==> src/rtl/vtx_pkg.sv <==
package vtx_pkg;
  typedef enum logic [1:0] {ST_IDLE, ST_FETCH, ST_VOTE} vtx_state_e;
  typedef enum logic [1:0] {PH_MODES, PH_REGS, PH_VALUES} vtx_phase_e;
endpackage

==> src/rtl/vtx_vote.sv <==
// Majority vote over NCOPY samples; only the first half are candidates.
module vtx_vote #(
  parameter int DATA_W = 8,
  parameter int NCOPY  = 8
) (
  input  logic [NCOPY-1:0][DATA_W-1:0] samples,
  output logic                         win,
  output logic [DATA_W-1:0]            value
);
  localparam int HALF = NCOPY / 2;

  logic [HALF-1:0] hit;

  for (genvar gi = 0; gi < HALF; gi++) begin : g_cand
    logic [NCOPY-1:0] later_eq;
    for (genvar gj = 0; gj < NCOPY; gj++) begin : g_cmp
      if (gj > gi) begin : g_later
        assign later_eq[gj] = (samples[gj] == samples[gi]);
      end else begin : g_early
        assign later_eq[gj] = 1'b0;
      end
    end
    assign hit[gi] = ($countones(later_eq) > HALF);
  end

  // lowest-index winner takes priority
  always_comb begin
    win   = 1'b0;
    value = '0;
    for (int i = HALF - 1; i >= 0; i--) begin
      if (hit[i]) begin
        win   = 1'b1;
        value = samples[i];
      end
    end
  end
endmodule

==> src/rtl/vtx_addr.sv <==
// Buffer address for copy `copy` of the quantity selected by phase.
module vtx_addr
  import vtx_pkg::*;
#(
  parameter int NCOPY  = 8,
  parameter int ADDR_W = 12,
  parameter int SET_W  = 16,
  parameter int TBL_AW = 6,
  parameter int CW     = $clog2(NCOPY)
) (
  input  vtx_phase_e        phase,
  input  logic [CW-1:0]     copy,
  input  logic              inv,
  input  logic [SET_W-1:0]  set_size,
  input  logic [TBL_AW-1:0] idx,
  output logic [ADDR_W-1:0] addr
);
  always_comb begin
    case (phase)
      PH_MODES: addr = ADDR_W'(copy);
      PH_REGS:  addr = ADDR_W'(NCOPY) + ADDR_W'(copy);
      default:  addr = ADDR_W'(2 * NCOPY)
                     + ADDR_W'({copy, inv}) * ADDR_W'(set_size)
                     + ADDR_W'(idx);
    endcase
  end
endmodule

==> src/rtl/vote_table_extract.sv <==
module vote_table_extract
  import vtx_pkg::*;
#(
  parameter int DATA_W  = 8,
  parameter int NCOPY   = 8,
  parameter int ADDR_W  = 12,
  parameter int MAX_ENT = 64,
  parameter int TBL_AW  = $clog2(MAX_ENT)
) (
  input  logic              clk,
  input  logic              rst_n,
  input  logic              start,
  output logic              rd_en,
  output logic [ADDR_W-1:0] rd_addr,
  input  logic [DATA_W-1:0] rd_data,
  output logic              tbl_we,
  output logic [TBL_AW-1:0] tbl_addr,
  output logic [DATA_W-1:0] tbl_data,
  output logic [DATA_W-1:0] nmodes,
  output logic [DATA_W-1:0] nregs,
  output logic              done,
  output logic              error
);
  localparam int KW    = $clog2(NCOPY + 1);
  localparam int CW    = $clog2(NCOPY);
  localparam int SET_W = 2 * DATA_W;

  // reset: asynchronous assert, synchronous release
  logic [1:0] rsync_q;
  logic       rst_n_int;
  always_ff @(posedge clk or negedge rst_n) begin
    if (!rst_n) rsync_q <= '0;
    else        rsync_q <= {rsync_q[0], 1'b1};
  end
  assign rst_n_int = rsync_q[1];

  vtx_state_e                  state_q, state_d;
  vtx_phase_e                  phase_q, phase_d;
  logic [KW-1:0]               k_q, k_d;
  logic                        inv_q, inv_d;
  logic [DATA_W-1:0]           mode_q, mode_d, reg_q, reg_d;
  logic [DATA_W-1:0]           nmodes_q, nmodes_d, nregs_q, nregs_d;
  logic [TBL_AW-1:0]           idx_q, idx_d;
  logic [SET_W-1:0]            set_q, set_d;
  logic                        done_q, done_d, err_q, err_d;
  logic [NCOPY-1:0][DATA_W-1:0] samp_q, samp_d;
  logic                        cap_en;
  logic [CW-1:0]               cap_idx;
  logic                        vote_win;
  logic [DATA_W-1:0]           vote_val;
  logic [SET_W-1:0]            prod;

  vtx_vote #(.DATA_W(DATA_W), .NCOPY(NCOPY)) u_vote (
    .samples (samp_q),
    .win     (vote_win),
    .value   (vote_val)
  );

  vtx_addr #(.NCOPY(NCOPY), .ADDR_W(ADDR_W), .SET_W(SET_W), .TBL_AW(TBL_AW)) u_addr (
    .phase    (phase_q),
    .copy     (k_q[CW-1:0]),
    .inv      (inv_q),
    .set_size (set_q),
    .idx      (idx_q),
    .addr     (rd_addr)
  );

  assign rd_en   = (state_q == ST_FETCH) && (k_q < KW'(NCOPY));
  assign cap_en  = (state_q == ST_FETCH) && (k_q != '0);
  assign cap_idx = CW'(k_q - KW'(1));
  assign prod    = SET_W'(nmodes_q) * SET_W'(vote_val);

  always_comb begin
    samp_d = samp_q;
    if (cap_en) samp_d[cap_idx] = rd_data;
  end

  always_comb begin
    state_d  = state_q;
    phase_d  = phase_q;
    k_d      = k_q;
    inv_d    = inv_q;
    mode_d   = mode_q;
    reg_d    = reg_q;
    nmodes_d = nmodes_q;
    nregs_d  = nregs_q;
    idx_d    = idx_q;
    set_d    = set_q;
    err_d    = err_q;
    done_d   = 1'b0;
    tbl_we   = 1'b0;
    case (state_q)
      ST_IDLE: begin
        if (start) begin
          state_d  = ST_FETCH;
          phase_d  = PH_MODES;
          k_d      = '0;
          inv_d    = 1'b0;
          mode_d   = '0;
          reg_d    = '0;
          idx_d    = '0;
          set_d    = '0;
          nmodes_d = '0;
          nregs_d  = '0;
          err_d    = 1'b0;
        end
      end
      ST_FETCH: begin
        if (k_q == KW'(NCOPY)) state_d = ST_VOTE;
        else                   k_d     = k_q + KW'(1);
      end
      default: begin // ST_VOTE
        k_d     = '0;
        state_d = ST_FETCH;
        case (phase_q)
          PH_MODES: begin
            if (vote_win) begin
              nmodes_d = vote_val;
              phase_d  = PH_REGS;
            end else begin
              err_d = 1'b1; done_d = 1'b1; state_d = ST_IDLE;
            end
          end
          PH_REGS: begin
            if (!vote_win || prod > SET_W'(MAX_ENT)) begin
              if (vote_win) nregs_d = vote_val;
              err_d = 1'b1; done_d = 1'b1; state_d = ST_IDLE;
            end else begin
              nregs_d = vote_val;
              set_d   = prod;
              phase_d = PH_VALUES;
              if (prod == '0) begin
                done_d = 1'b1; state_d = ST_IDLE;
              end
            end
          end
          default: begin // PH_VALUES
            if (vote_win) begin
              tbl_we = 1'b1;
              inv_d  = 1'b0;
              idx_d  = idx_q + TBL_AW'(1);
              if (reg_q == nregs_q - DATA_W'(1)) begin
                reg_d  = '0;
                mode_d = mode_q + DATA_W'(1);
                if (mode_q == nmodes_q - DATA_W'(1)) begin
                  done_d = 1'b1; state_d = ST_IDLE;
                end
              end else begin
                reg_d = reg_q + DATA_W'(1);
              end
            end else if (!inv_q) begin
              inv_d = 1'b1;
            end else begin
              err_d = 1'b1; done_d = 1'b1; state_d = ST_IDLE;
            end
          end
        endcase
      end
    endcase
  end

  always_ff @(posedge clk or negedge rst_n_int) begin
    if (!rst_n_int) begin
      state_q  <= ST_IDLE;
      phase_q  <= PH_MODES;
      k_q      <= '0;
      inv_q    <= 1'b0;
      mode_q   <= '0;
      reg_q    <= '0;
      nmodes_q <= '0;
      nregs_q  <= '0;
      idx_q    <= '0;
      set_q    <= '0;
      done_q   <= 1'b0;
      err_q    <= 1'b0;
    end else begin
      state_q  <= state_d;
      phase_q  <= phase_d;
      k_q      <= k_d;
      inv_q    <= inv_d;
      mode_q   <= mode_d;
      reg_q    <= reg_d;
      nmodes_q <= nmodes_d;
      nregs_q  <= nregs_d;
      idx_q    <= idx_d;
      set_q    <= set_d;
      done_q   <= done_d;
      err_q    <= err_d;
    end
  end

  always_ff @(posedge clk or negedge rst_n_int) begin
    if (!rst_n_int)  samp_q <= '0;
    else if (cap_en) samp_q <= samp_d;
  end

  assign tbl_addr = idx_q;
  assign tbl_data = inv_q ? ~vote_val : vote_val;
  assign nmodes   = nmodes_q;
  assign nregs    = nregs_q;
  assign done     = done_q;
  assign error    = err_q;
endmodule

==> config.mk <==
export PLATFORM = sky130hd
export DESIGN_NAME = vote_table_extract
export DESIGN_NICKNAME = d
export VERILOG_FILES = /design/src/rtl/vtx_pkg.sv /design/src/rtl/vtx_vote.sv /design/src/rtl/vtx_addr.sv /design/src/rtl/vote_table_extract.sv
export SDC_FILE = /design/constraint.sdc
export NUM_CORES = 1
export LEC_CHECK = 0
export CORE_ASPECT_RATIO = 0.5
export CORE_UTILIZATION = 57
export CTS_CLUSTER_DIAMETER = 100
export CTS_CLUSTER_SIZE = 10
export DETAILED_ROUTE_END_ITERATION = 7
export PLACE_DENSITY_LB_ADDON = 0.2
export SLEW_MARGIN = 40
export SYNTH_ARGS = -nofsm -noshare
export SYNTH_HDL_FRONTEND = slang
export SYNTH_SLANG_ARGS = --single-unit
==> constraint.sdc <==
create_clock -name clk -period 5.1 [get_ports clk]
set_input_delay 0.765 -clock clk [delete_from_list [all_inputs] [get_ports clk]]
set_output_delay 0.765 -clock clk [all_outputs]
set_load 0.01 [all_outputs]
==> qor.txt, run 1 <==
relative slew slack - 42.7%
Comb power frac - 56.3%
Req. time, crit path - 5.46 ns
Root Buffer - clkbuf_16
sequential share of power - 27.6%
Mean Syn Cell Area - 9.13 sq um
Reg clk slew, reported paths - 0.07 ns
max incr delay on CP - 0.55 ns
failing checks - negative setup slack
CP Depth - 33
met3 Usage GRT - 6.59%
area grow syn2layout - 32.4%
Max Clk Rate - 0.127 GHz
DRT iter0 DRCs - 877
P_int - 4.44 mW
reg2reg path depth - 33
Fin Clk Skew - 0.0137 ns
Routed Antenna Nets - 0
Tightest Pin Transition - 0.859 ns
Arr. time, crit path - 8.22 ns
Buffers & Inverters on Critical Path - 9
placer congestion estimate - 0.967
CTS tree - built
Initial Util - 58.9%
Final Max Slew Viols - 0
top-area cell type share of the netlist area - 25.9%
setup TNS - -46.44 ns
global-route wire length before repair - 58800 um
#FFs+latches synth - 127
drt via density - 5.82
Row Count - 37
Worst path slowest cell - fa_1
CP startpoint - samp_q[31]
IO Pins - 57
setup violation total in the final timing report - 19
Peak supply drop - 0.456 mV
met2 GRT Util - 56.7%
Clk Latency, worst-skew pair - 0.45 ns
GRT Residual Overflow - 0
number of remaining DRC errors - 0
Net Sw Frac - 41.1%
commonest non-fill, non-tap cell in the layout - buf_4
Hold WC Path Type - reg2async
post-route setup slack - -2.76 ns
Clock Path Buffers - 2
Vias - 10800
final worst path period need - 7.86 ns
multi-input logic area - 0.00906 sq mm
die height - 106 um
register area - 0.00322 sq mm
routed length per instance - 20.2 um
Pwr Density - 464 mW/mm^2
RR Startpoint - samp_q[31]
Core Box Area - 0.0208 sq mm
largest net degree at the start of global routing - 45
sequential fraction of the synthesis area - 25.9%
final wirelength - 37500 um
Net Switching - 3.09 mW
CTS Buf Count - 17
GRT busiest layer - met2
grt met1 use - 46.1%
Synth cell types - 66
# H-tree levels - 4
share of cells above drive strength 1 - 32.8%
startpoint types - register
Worst path top cell family by delay - adder cells
Place WS - -3.08 ns
crit path capture type - register
DRT Pass-1 Iters - 6
Mapped Area - 0.0123 sq mm
layout net count - 1731
LEAKAGE - 7.26 nW
Crit Path Class - reg2reg
die area - 0.0222 sq mm
vias in the first global route - 10900
clock share of power - 16.1%
Mapped Cells - 1344
Synthesized Nets - 1502
yosys warns - 0
most frequent cells in the layout - 220 x buf_4, 173 x xnor2_1, 116 x nand2_1, 105 x inv_1, 94 x dfrtp_1
Fin. Hold Viols - 0
Post-synth EDFFs - 0
MaxCap Viol Count - 0
CTS Hold Buffers Added - 0
ys async rst share - 100%
outcome - finished with violations
FILL cells - 1419
die width - 209 um
dominant cell type by area after synthesis - dfrtp_1
initial antenna violation count - 0
I/O Buffers - 56
unrepaired setup endpoints after global routing - yes
Crit Path Max Fanout - 6
GRT Overall Usage - 34.9%
number of diodes - 0
Sink Count - 127
cell repeated most along the worst path - fa_1
synth top area cells - dfrtp_1 26%, xnor2_1 14%, fa_1 11%, ha_1 8.3%, mux2_2 6.0%
hpwl dp - 27700 um
final critical-path share of the clock period - 154%
worst hold slack - 0.186 ns
Top FF cell, synth - dfrtp_1
through the flow:
stage / instance area [sq um] / power, mW / utilization (%) / cells
6_report: 16200 / 7.53 / 78.0 / 1859
5_1_grt: 16200 / 7.86 / 78.0 / 1859
4_1_cts: 15700 / 7.27 / 75.6 / 1841
3_5_place_dp: 14500 / 5.71 / 69.5 / 1776
3_3_place_gp: 14400 / 5.62 / 69.3 / 1774
2_1_floorplan: 12600 / 4.42 / - / 1344
cell families (layout without fill, tap and decap cells):
| kind of cell | after synthesis | in the layout | synth area share, % |
|---|---|---|---|
| multiplexers | 86 | 86 | 7.69 |
| buffers and inverters | 213 | 454 | 6.59 |
| adder cells (fa/ha/maj) | 147 | 147 | 19.0 |
| other | 1 | 1 | 0.0306 |
| flip-flops | 127 | 127 | 25.9 |
| AND/OR/NAND/NOR | 402 | 402 | 16.5 |
| AO/OA/AOI/OAI | 134 | 135 | 7.55 |
| XOR/XNOR | 234 | 234 | 16.7 |
registers in the layout (all words and copies together), names as in the netlist:
name / cells
state_q: 2
tbl_addr: 6
phase_q: 2
k_q: 4
rsync_q: 2
reg_q: 8
nmodes: 8
inv_q: 1
error: 1
done: 1
nregs: 8
samp_q: 64
set_q: 12
mode_q: 8
metal layers:
metal,up-vias,wire length [um],share of wire (%)
met2,414,17700,47
li1,4915,-,-
met3,98,2430,6.5
met5,-,0,0
met1,5390,16100,43
met4,0,1380,3.7
synthesized netlist by cell type, types with 15 or more instances:
cell,number
xnor2_1,198
dfrtp_1,127
nand2_1,122
inv_1,112
clkbuf_1,85
ha_1,81
nor2_1,79
fa_1,66
mux2_2,65
nand4_1,52
xor2_1,36
and2_1,34
a21oi_1,30
o21ai_0,29
nor2b_1,22
nor3_1,21
mux2i_1,20
nand3_1,15
power groups by stage:
stage / combinational (mW) / clock, mW / sequential (mW)
finish: 4.24 / 1.21 / 2.08
CTS: 4.02 / 1.22 / 2.04
detailed placement: 3.64 / 0 / 2.07
floorplan: 2.96 / 0 / 1.46
global placement: 3.56 / 0 / 2.06
global route: 4.50 / 1.26 / 2.10
repair_timing:
action	in CTS	in global routing
pin swaps	52	43
buffers inserted	32	23
hold endpoints to repair	0	0
endpoints found under the setup margin	33	31
cloned	1	0
resized for setup	129	105
layout make-up:
type                       instances  area share [%]
multi-input combinational       1005            55.8
sequential                       127            19.8
timing repair buffer             308            16.1
clock buffer                      21            2.90
inverter                         114            2.64
tap                              273            2.10
clock inverter                    11           0.662
path summary, 6_finish.rpt:
path | to | slack (ns)
max | set_q[5] | -2.76
min | samp_q[58] | 0.19
max reg2reg | set_q[5] | -2.76
min reg2reg | samp_q[58] | 0.19
max in group asynchronous | samp_q[5] | 4.01
min in group clk | rsync_q[1] | 0.35
(Power assumes the default switching activity.)
==> inputs of run 2 (changes only) <==
--- a/config.mk
+++ b/config.mk
@@ -5,7 +5,7 @@
 export SDC_FILE = /design/constraint.sdc
 export NUM_CORES = 1
 export LEC_CHECK = 0
-export CORE_ASPECT_RATIO = 0.5
+export CORE_ASPECT_RATIO = 1.25
 export CORE_UTILIZATION = 57
 export CTS_CLUSTER_DIAMETER = 100
 export CTS_CLUSTER_SIZE = 10
==> run 2 against run 1 <==
Net effect: the run still ends with negative setup slack left; combinational power is 1% higher; core utilization shrank 0.96 points; sequential power down 4%; power grew 0.43%; clock power grew 5%.
==> qor.txt, run 2 (synthesis results as in run 1) <==
Reg clk slew, reported paths - 0.06 ns (about the same)
# placed instances - 1772 (-0.23%)
CTS Hold Buffers Added - 0 (unchanged)
MaxCap Viol Count - 0 (unchanged)
Crit Path Class - reg2reg
Crit Path Max Fanout - 6 (unchanged)
number of remaining DRC errors - 0 (unchanged)
max incr delay on CP - 0.55 ns (about the same)
Core Box Area - 0.0210 sq mm (+0.64%)
vias in the first global route - 11400 (+4.6%)
outcome - finished with violations
post-route setup slack - -3.09 ns (-0.328 ns)
die width - 133 um (-36%)
CTS tree - built
cell repeated most along the worst path - buf_4
DRT Pass-1 Iters - 5 (-1)
share of cells above drive strength 1 - 31.9% (-0.94 points)
Final Max Slew Viols - 0 (unchanged)
layout net count - 1734 (+0.17%)
relative slew slack - 51.1% (+8.3 points)
Max Clk Rate - 0.122 GHz (-4.0%)
drt via density - 5.85 (+0.60%)
Tightest Pin Transition - 0.734 ns (-0.125 ns)
initial antenna violation count - 0 (unchanged)
number of diodes - 0 (unchanged)
unrepaired setup endpoints after global routing - yes
# H-tree levels - 4 (unchanged)
startpoint types - register
area grow syn2layout - 31.6%
DRT iter0 DRCs - 795 (-9.4%)
Arr. time, crit path - 8.50 ns (+0.28 ns)
IO Pins - 57 (unchanged)
Worst path slowest cell - fa_1
Clk Latency, worst-skew pair - 0.44 ns (about the same)
failing checks - negative setup slack
GRT Residual Overflow - 0 (unchanged)
routed length per instance - 21.1 um (+4.4%)
Root Buffer - clkbuf_16
Initial Util - 58.5% (-0.37 points)
crit path capture type - register
die area - 0.0221 sq mm (-0.15%)
Place WS - -3.52 ns (-0.448 ns)
final worst path period need - 8.19 ns (+0.328 ns)
Req. time, crit path - 5.41 ns (-0.05 ns)
FILL cells - 1361 (-4.1%)
LEAKAGE - 7.28 nW (+0.25%)
Vias - 10900 (+0.81%)
fin cells - 1863 (+0.22%)
global-route wire length before repair - 60100 um (+2.1%)
Overall Power - 7.56 mW (+0.43%)
Pwr Density - 468 mW/mm^2 (+1.0%)
Top Registers - samp_q: 64 flops, set_q: 12 flops
Row Count - 59 (+59%)
largest net degree at the start of global routing - 80 (+78%)
R2R Setup Slk - -3.09 ns (-0.33 ns)
hpwl dp - 27000 um (-2.5%)
Sink Count - 127 (unchanged)
die height - 166 um (+57%)
setup TNS - -54.09 ns (-7.66 ns)
Hold WC Path Type - reg2reg
Fin Clk Skew - 0.0128 ns (-0.000884 ns)
commonest non-fill, non-tap cell in the layout - buf_4
GRT Overall Usage - 34.9% (about the same)
placer congestion estimate - 1.03 (+6.4%)
final critical-path share of the clock period - 161% (+6.4 points)
setup violation total in the final timing report - 25 (+6)
Peak supply drop - 0.370 mV (-19%)
I/O Buffers - 56 (unchanged)
CTS Buf Count - 17 (unchanged)
final wirelength - 39300 um (+4.6%)
Reg with most FFs - samp_q
Fin. Hold Viols - 0 (unchanged)
Clock Path Buffers - 2 (unchanged)
Routed Antenna Nets - 0 (unchanged)
max reg flops - 64 (unchanged)
most frequent cells in the layout - 223 x buf_4, 173 x xnor2_1, 114 x nand2_1, 108 x inv_1, 102 x dfrtp_1
## run 2: cell count changes in the layout (fill, tap and decap cells not counted), moves of 4 or more
cell,before,now
dfrtp_1,94,102
dfrtp_2,32,24
buf_6,20,25
buf_12,10,6
o21ai_2,2,6
## run 2: cell type report
type,count,area [sq um],share of cell area (%)
Multi-Input combinational cell,1004,8960,55.5
Sequential cell,127,3210,19.9
Timing Repair Buffer,312,2600,16.1
Inverter,114,428,2.65
Clock buffer,17,425,2.63
Tap cell,274,343,2.12
Clock inverter,15,175,1.08
## run 2: per-stage QoR
stage | area, sq um | hold WS, ns | utilization (%)
6_report | 16100 | 0.350 | 77.0
5_1_grt | 16100 | 0.366 | 77.0
4_1_cts | 15600 | 0.352 | 74.4
3_5_place_dp | 14400 | 0.339 | 68.7
3_3_place_gp | 14400 | 0.335 | 68.7
2_1_floorplan | 12600 | 0.331 | -
## run 2: final timing paths
kind / to / cells past startpoint / start
min reg2reg: rsync_q[1] / 0 / rsync_q[0]
min in group asynchronous: samp_q[34] / 0 / rsync_q[1]
max reg2reg: set_q[7] / 36 / samp_q[24]
max: set_q[7] / 36 / samp_q[24]
max in group asynchronous: samp_q[22] / 1 / rsync_q[1]
min: rsync_q[1] / 0 / rsync_q[0]
## run 2: power by group
part           internal [mW]  switching (mW)
Combinational           2.26            2.03
Sequential              1.34           0.659
Clock                  0.736           0.535
## run 2: worst max-delay path: cells and delay by family (launching register included)
| kind | cells | cell delay, ns |
|---|---|---|
| flip-flops | 1 | 0.43 |
| adder cells (fa/ha/maj) | 8 | 2.87 |
| buffers and inverters | 12 | 1.42 |
| AND/OR/NAND/NOR | 8 | 1.52 |
| XOR/XNOR | 1 | 0.46 |
| AO/OA/AOI/OAI | 7 | 1.33 |
## run 2: routing by layer
metal | GRT usage, % | routed length (um) | vias up
met4 | 17.3 | 2120 | 0
met2 | 61.1 | 19800 | 462
met5 | 0 | 0 | -
met3 | 4.82 | 2600 | 161
met1 | 42.0 | 14800 | 5366
li1 | - | - | 4916
## run 2: repair_timing
item	4_1_cts	5_1_grt
gates resized for setup	112	102
buffers inserted	34	28
setup endpoints to repair	30	32
hold endpoints to repair	0	0
cloned	1	0
pin swaps	40	44
